**src/rtl/rsw_pkg.sv**
```systemverilog
package rsw_pkg;
    localparam int N_TBL = 4;
    localparam int REG_W = 8;
    localparam int MODE_W = 2;

    typedef enum logic {
        ST_IDLE    = 1'b0,
        ST_PENDING = 1'b1
    } tbl_state_e;
endpackage

```
**src/rtl/rsw_table_fsm.sv**
```systemverilog
module rsw_table_fsm
    import rsw_pkg::*;
(
    input  logic clk,
    input  logic hard_rst_n,
    input  logic soft_rst_n,
    input  logic mode_ok,
    input  logic set_req,
    input  logic fsync,
    output logic req_pending,
    output logic sel
);
    tbl_state_e state_q, state_d;
    logic       fire;
    logic       cmd_rst_n;

    assign cmd_rst_n = hard_rst_n & soft_rst_n;

    // state register: cleared by either reset
    always_ff @(posedge clk or negedge cmd_rst_n) begin
        if (!cmd_rst_n) state_q <= ST_IDLE;
        else            state_q <= state_d;
    end

    // transitions T_ARM / T_FIRE / T_HOLD
    always_comb begin
        state_d = state_q;
        unique case (state_q)
            ST_IDLE:    if (mode_ok && set_req) state_d = ST_PENDING;
            ST_PENDING: if (mode_ok && fsync)   state_d = ST_IDLE;
            default:    state_d = ST_IDLE;
        endcase
    end

    // outputs
    always_comb begin
        req_pending = (state_q == ST_PENDING);
        fire        = (state_q == ST_PENDING) && mode_ok && fsync;
    end

    // active-half select: hard reset only
    always_ff @(posedge clk or negedge hard_rst_n) begin
        if (!hard_rst_n) sel <= 1'b0;
        else if (fire)   sel <= ~sel;
    end
endmodule

```
**src/rtl/route_swap_ctrl.sv**
```systemverilog
module route_swap_ctrl
    import rsw_pkg::*;
#(
    parameter int NT = N_TBL,
    parameter int RW = REG_W
) (
    input  logic              clk,
    input  logic              hard_rst_n,
    input  logic              soft_rst_n,
    input  logic [MODE_W-1:0] part_mode,
    input  logic              reg_we,
    input  logic              reg_addr,
    input  logic [RW-1:0]     reg_wdata,
    input  logic [NT-1:0]     fsync,
    output logic [RW-1:0]     cmd_rdata,
    output logic [RW-1:0]     stat_rdata,
    output logic [NT-1:0]     route_sel
);
    localparam int PAD_W = RW - NT;

    logic          mode_ok;
    logic          cmd_wr;
    logic [NT-1:0] pend;
    logic [NT-1:0] sel;

    // modes 01 and 11 partition the memory for dynamic changes
    assign mode_ok = part_mode[0];
    // status writes (reg_addr=1) are decoded to nothing
    assign cmd_wr  = reg_we && (reg_addr == 1'b0);

    for (genvar i = 0; i < NT; i++) begin : g_tbl
        rsw_table_fsm u_fsm (
            .clk         (clk),
            .hard_rst_n  (hard_rst_n),
            .soft_rst_n  (soft_rst_n),
            .mode_ok     (mode_ok),
            .set_req     (cmd_wr && reg_wdata[i]),
            .fsync       (fsync[i]),
            .req_pending (pend[i]),
            .sel         (sel[i])
        );
    end

    assign cmd_rdata  = {{PAD_W{1'b0}}, pend};
    assign stat_rdata = {{PAD_W{1'b0}}, sel};
    assign route_sel  = sel;
endmodule

```
**config.mk**
```make
export PLATFORM = sky130hd
export DESIGN_NAME = route_swap_ctrl
export DESIGN_NICKNAME = d
export VERILOG_FILES = /design/src/rtl/rsw_pkg.sv /design/src/rtl/rsw_table_fsm.sv /design/src/rtl/route_swap_ctrl.sv
export SDC_FILE = /design/constraint.sdc
export NUM_CORES = 1
export LEC_CHECK = 0
export BUFFER_PORTS_ARGS = -buffer_cell sky130_fd_sc_hd__clkbuf_2
export CORE_MARGIN = 1
export CORE_UTILIZATION = 35
export DETAILED_ROUTE_END_ITERATION = 8
export PLACE_DENSITY_LB_ADDON = 0.25
export SLEW_MARGIN = 20
export SYNTH_ARGS = -nofsm -noshare
export SYNTH_HDL_FRONTEND = slang
export SYNTH_SLANG_ARGS = --single-unit
```
**constraint.sdc**
```tcl
create_clock -name clk -period 1.5 [get_ports clk]
set_clock_uncertainty 0.05 [all_clocks]
set_input_delay 0.075 -clock clk [delete_from_list [all_inputs] [get_ports clk]]
set_output_delay 0.075 -clock clk [all_outputs]
set_load 0.01 [all_outputs]
```
# Yosys cells after proc, flatten, opt, wreduce, memory -nomap -nowiden
# Index checks and enable logic that the tools add are counted.
[word_totals]
register_bits = 8
[op_classes]
bitwise = 10
reduce_logical = 21
n_mux = 12
[ops]
columns = ["cell", "n"]
rows = [
  ["1-bit logical AND", 21],
  ["1-bit inverter", 9],
  ["1-bit two-way mux", 8],
  ["1-bit case mux with 2 select lines", 4],
  ["1-bit AND", 1],
]

# Longest topological paths before layout
[depth]
depth_word = 6
mapped_depth = 2

# Hierarchy
# From an unflattened synthesis, not the netlist that was laid out.
[unflattened]
hier_cells = 45
hier_area_um2 = 454.2
[modules_own_cells]
columns = ["mod", "instances", "area_per_inst_um2", "seq_area_each_um2", "cells_each"]
rows = [
  ["rsw_table_fsm", 4, 81.3, 50.0, 7],
  ["route_swap_ctrl", 1, 128.9, 0.0, 17],
]

# Worst setup path before layout
# No wires, ideal clock.
[synth_timing]
path_type = "register to register"
from = "register g_tbl[0].u_fsm.state_q"
to = "register g_tbl[0].u_fsm.sel"
path_buffers = 0
required_time_ps = 1327
setup_slack_ps = 758
stages_incl_launch_ff = 3
t_arrival_ps = 569
cell_sequence = "dfrtp_1 > nand3_1 > xnor2_1"
[synth_between]
elab_chain_len = 2
[synth_lines]
columns = ["item", "line", "source"]
rows = [
  ["start: declaration", "rsw_table_fsm.sv:13", "tbl_state_e state_q, state_d;"],
  ["start signal: assignment", "rsw_table_fsm.sv:22", "else state_q <= state_d;"],
  ["1-bit logical AND (2 in a row)", "rsw_table_fsm.sv:38", "fire = (state_q == ST_PENDING) && mode_ok && fsync;"],
  ["end signal: assignment", "rsw_table_fsm.sv:44", "else if (fire) sel <= ~sel;"],
  ["end: declaration", "rsw_table_fsm.sv:11", "output logic sel"],
]
# No other way between the ends.
# A chain may end at the register's enable or synchronous reset.

# Final worst setup path
[layout_timing]
from = "register g_tbl[1].u_fsm.sel"
to = "output stat_rdata[1]"
[layout_lines]
columns = ["item", "line", "source"]
rows = [
  ["start: declaration", "rsw_table_fsm.sv:11", ""],
  ["start signal: assignment", "rsw_table_fsm.sv:44", ""],
  ["end: declaration", "route_swap_ctrl.sv:16", "output logic [RW-1:0] stat_rdata,"],
]
# No word-level cell between the ends.

==> impl_metrics.toml <==
[yosys]
ys_ff_latch = 8
synth_xor_xnor_area_share_pct = 7.216
ys_warn_count = 0
syn_avg_cell_area_sq_um = 10.55
synth.lib_cells_used.distinct = 8
synth_mux_area_share_pct = 0
synthesized_area_fraction_occupied_by_adder_cells_pct = 0
netlist_instances = 46
synth_top_area_cell = "dfrtp_1"
post_synth_and_or_nand_nor_area_fraction_pct = 13.66
synth_compound_gate_area_share_pct = 6.186
synth_top_family_by_area = "buffers and inverters"
synth_top_cells_by_area = "dfrtp_1, buf_4, and4b_1, xnor2_1, o21a_1"
summed_instance_area_of_the_synthesized_netlist_sq_um = 485.5
post-synth-top-area-fraction_pct = 41.24
synth_sequential_area_ratio_pct = 41.24

[sta]
drv_slew = 0
achievable-frequency_mhz = 1093
rsz_0062_raised_after_global_routing = "false"
report.final.setup_viol = 0
fin_setup_tns_ns = 0
timing_hold_violations_final = 0
layout_worst_path_cycle_share_pct = 61.00
post-route-min-period_ns = 0.9151

[pwr]
cell_area_power_density_nw_per_um2 = 1690
cellLeakagePower_nw = 0.3007
power.ir.vdd_worst_v = 0.0005047
report.power.total_mw = 0.9260

[floorplan]
initial_core_util_pct = 37.31
floorplan.io_pins = 39
floorplan.die.width_um = 39.25
core_area_sq_um = 1301
dieArea_sq_um = 1540
floorplan.rows = 13
dieHeight_um = 39.25

[cells_and_area]
area_growth_pct = 12.89
antenna-diode-count = 0
nets = 84
layout.filler_cells = 142
final_layout_size_suffix_gt1_share_pct = 44.44

[route]
route.detailed.vias_per_inst = 4.179
finalWirelength_um = 721
remaining_drc_errors = 0
drt_iter0_drc = 3
routed-via-count = 326
route.detailed.wl_per_inst_um = 9.244
drt_first_pass_iters = 3
drtAntennaViolNets = 0

[grt]
antenna_found_initial = 0
grt_remaining_overflow = 0
number_of_global_route_vias_before_repair = 289
grt_most_used_layer = "met2"
grt_max_degree = 9
track_usage_pct = 12.59
grt_util_met3_pct = 5.202
gr-usage-met1_pct = 12.63
wire_length_of_the_first_global_routing_pass_mm = 1.179
use_met2_pct = 18.75

[setup_path]
crit_chain = "clkbuf_2"
cp.arrival_ns = 0.79
critical_path.reg2reg.startpoint = "g_tbl[1].u_fsm.req_pending"
launch_point_of_the_critical_path = "g_tbl[1].u_fsm.sel"
cpLargestDelayFamily = "flip-flops"
worstSetupEndpointType = "primary output"
critical-path-slowest-cell = "dfrtp_1"
rr_worst_depth = 2
worst-path-stages = 1
criticalPathCategory = "reg2out"
rrSetupSlack_ns = 0.70
critical_path_peak_fanout = 3
worst_setup_ep = "stat_rdata[1]"
cp.required_ns = 1.37
crit_path_max_incr_delay_ns = 0.40
r2r_end = "g_tbl[1].u_fsm.sel"
start_kind = "flip-flop"
crit_buf_inv = 1

[hold_path]
worstHoldPathType = "in2reg"

[clock_network]
root_buffer = "clkbuf_4"
tritoncts_clock_tree = "yes"
cts.htree.levels = 1
cts_inserted_buffers = 3
clk_pin_slew_ns = 0.05
ctsLongestPathBuffers = 2
worstSkewPairLatency_ns = 0.25
cts.sink_count = 8
ctsResizeCount = 0

[flow_run]
maxCapViolations = 0

[place]
port_buffers = 25
detailed_place_hpwl_um = 597
place.gp.congestion = 0.6498

[outcome]
status = "finished clean"
==> state kept, by name, indices dropped and copies added, names as in the netlist <==
name,cells
g_tbl.u_fsm.req_pending,4
g_tbl.u_fsm.sel,4
==> power by group <==
| part | internal, mW | leakage (nW) | switching [mW] | total (mW) |
|---|---|---|---|---|
| clock network | 0.0912 | 0.0138 | 0.0680 | 0.159 |
| registers | 0.315 | 0.0978 | 0.0838 | 0.399 |
| logic | 0.188 | 0.189 | 0.179 | 0.368 |
| total | 0.595 | 0.301 | 0.331 | 0.926 |
==> worst min path at each step <==
stage	cells after the start	slack, ns	to	from
after global routing	3	0.07	g_tbl[0].u_fsm.sel	fsync[0]
after floorplan	0	-0.27	g_tbl[0].u_fsm.sel	hard_rst_n
after detailed placement	1	-0.16	g_tbl[3].u_fsm.sel	hard_rst_n
final	3	0.06	g_tbl[0].u_fsm.sel	fsync[0]
after CTS	3	0.06	g_tbl[0].u_fsm.sel	fsync[0]
after global placement	1	-0.16	g_tbl[3].u_fsm.sel	hard_rst_n
==> layer usage <==
metal | wire (um) | up-vias
li1 | - | 162
met1 | 287 | 139
met2 | 340 | 23
met3 | 73 | 2
met4 | 19 | 0
met5 | 0 | -
==> cell type report <==
type	count	area, sq um	share of cell area (%)
Sequential cell	8	200.2	36.53
Multi-Input combinational cell	25	161.4	29.45
Timing Repair Buffer	27	145.1	26.48
Clock buffer	3	22.52	4.110
Tap cell	15	18.77	3.425
==> cell usage after synthesis, drive strengths merged <==
library cell	instances
and2	1
and4b	4
dfrtp	8
conb	1
o21a	4
buf	20
xnor2	4
nand3	4
==> cell families after synthesis <==
| kind of cell | Yosys count |
|---|---|
| other cells | 1 |
| compound gates | 4 |
| buf+inv | 20 |
| xor+xnor | 4 |
| flops | 8 |
| simple gates | 9 |
==> placed cells by master, fill, tap and decap left out <==
| cell type | netlist | routed |
|---|---|---|
| nand3_1 | 4 | 4 |
| dfrtp_1 | 8 | 8 |
| dlygate4sd3_1 | 0 | 2 |
| and4b_1 | 4 | 4 |
| o21a_1 | 4 | 4 |
| xnor2_1 | 4 | 4 |
| clkbuf_2 | 0 | 25 |
| conb_1 | 1 | 8 |
| clkbuf_4 | 0 | 3 |
| and2_1 | 1 | 1 |
==> metrics by stage <==
| stage | instance area (sq um) | hold slack [ns] | util, % | setup WS, ns | instances |
|---|---|---|---|---|---|
| 6_report | 548.0 | 0.06109 | 42.12 | 0.5849 | 78 |
| 5_1_grt | 548.0 | 0.06794 | 42.12 | 0.5358 | 78 |
| 4_1_cts | 548.0 | 0.05569 | 42.12 | 0.5732 | 78 |
| 3_5_place_dp | 505.5 | -0.1570 | 38.85 | 0.7000 | 73 |
| 3_3_place_gp | 505.5 | -0.1597 | 38.85 | 0.7138 | 73 |
| 2_1_floorplan | 511.7 | -0.2706 | - | 0.7579 | 53 |
==> worst register-to-register path, delay by kind of cell, from the launching register on <==
family,cells,cell delay (ns)
AND/OR/NAND/NOR,1,0.12
flip-flops,1,0.37
XOR/XNOR,1,0.15
==> what timing repair did <==
| item | in CTS | in global routing |
|---|---|---|
| buffers inserted | 0 | 0 |
| endpoints found under the hold margin | 8 | 0 |
| hold buffers | 2 | 0 |
(Power assumes the default switching activity.)
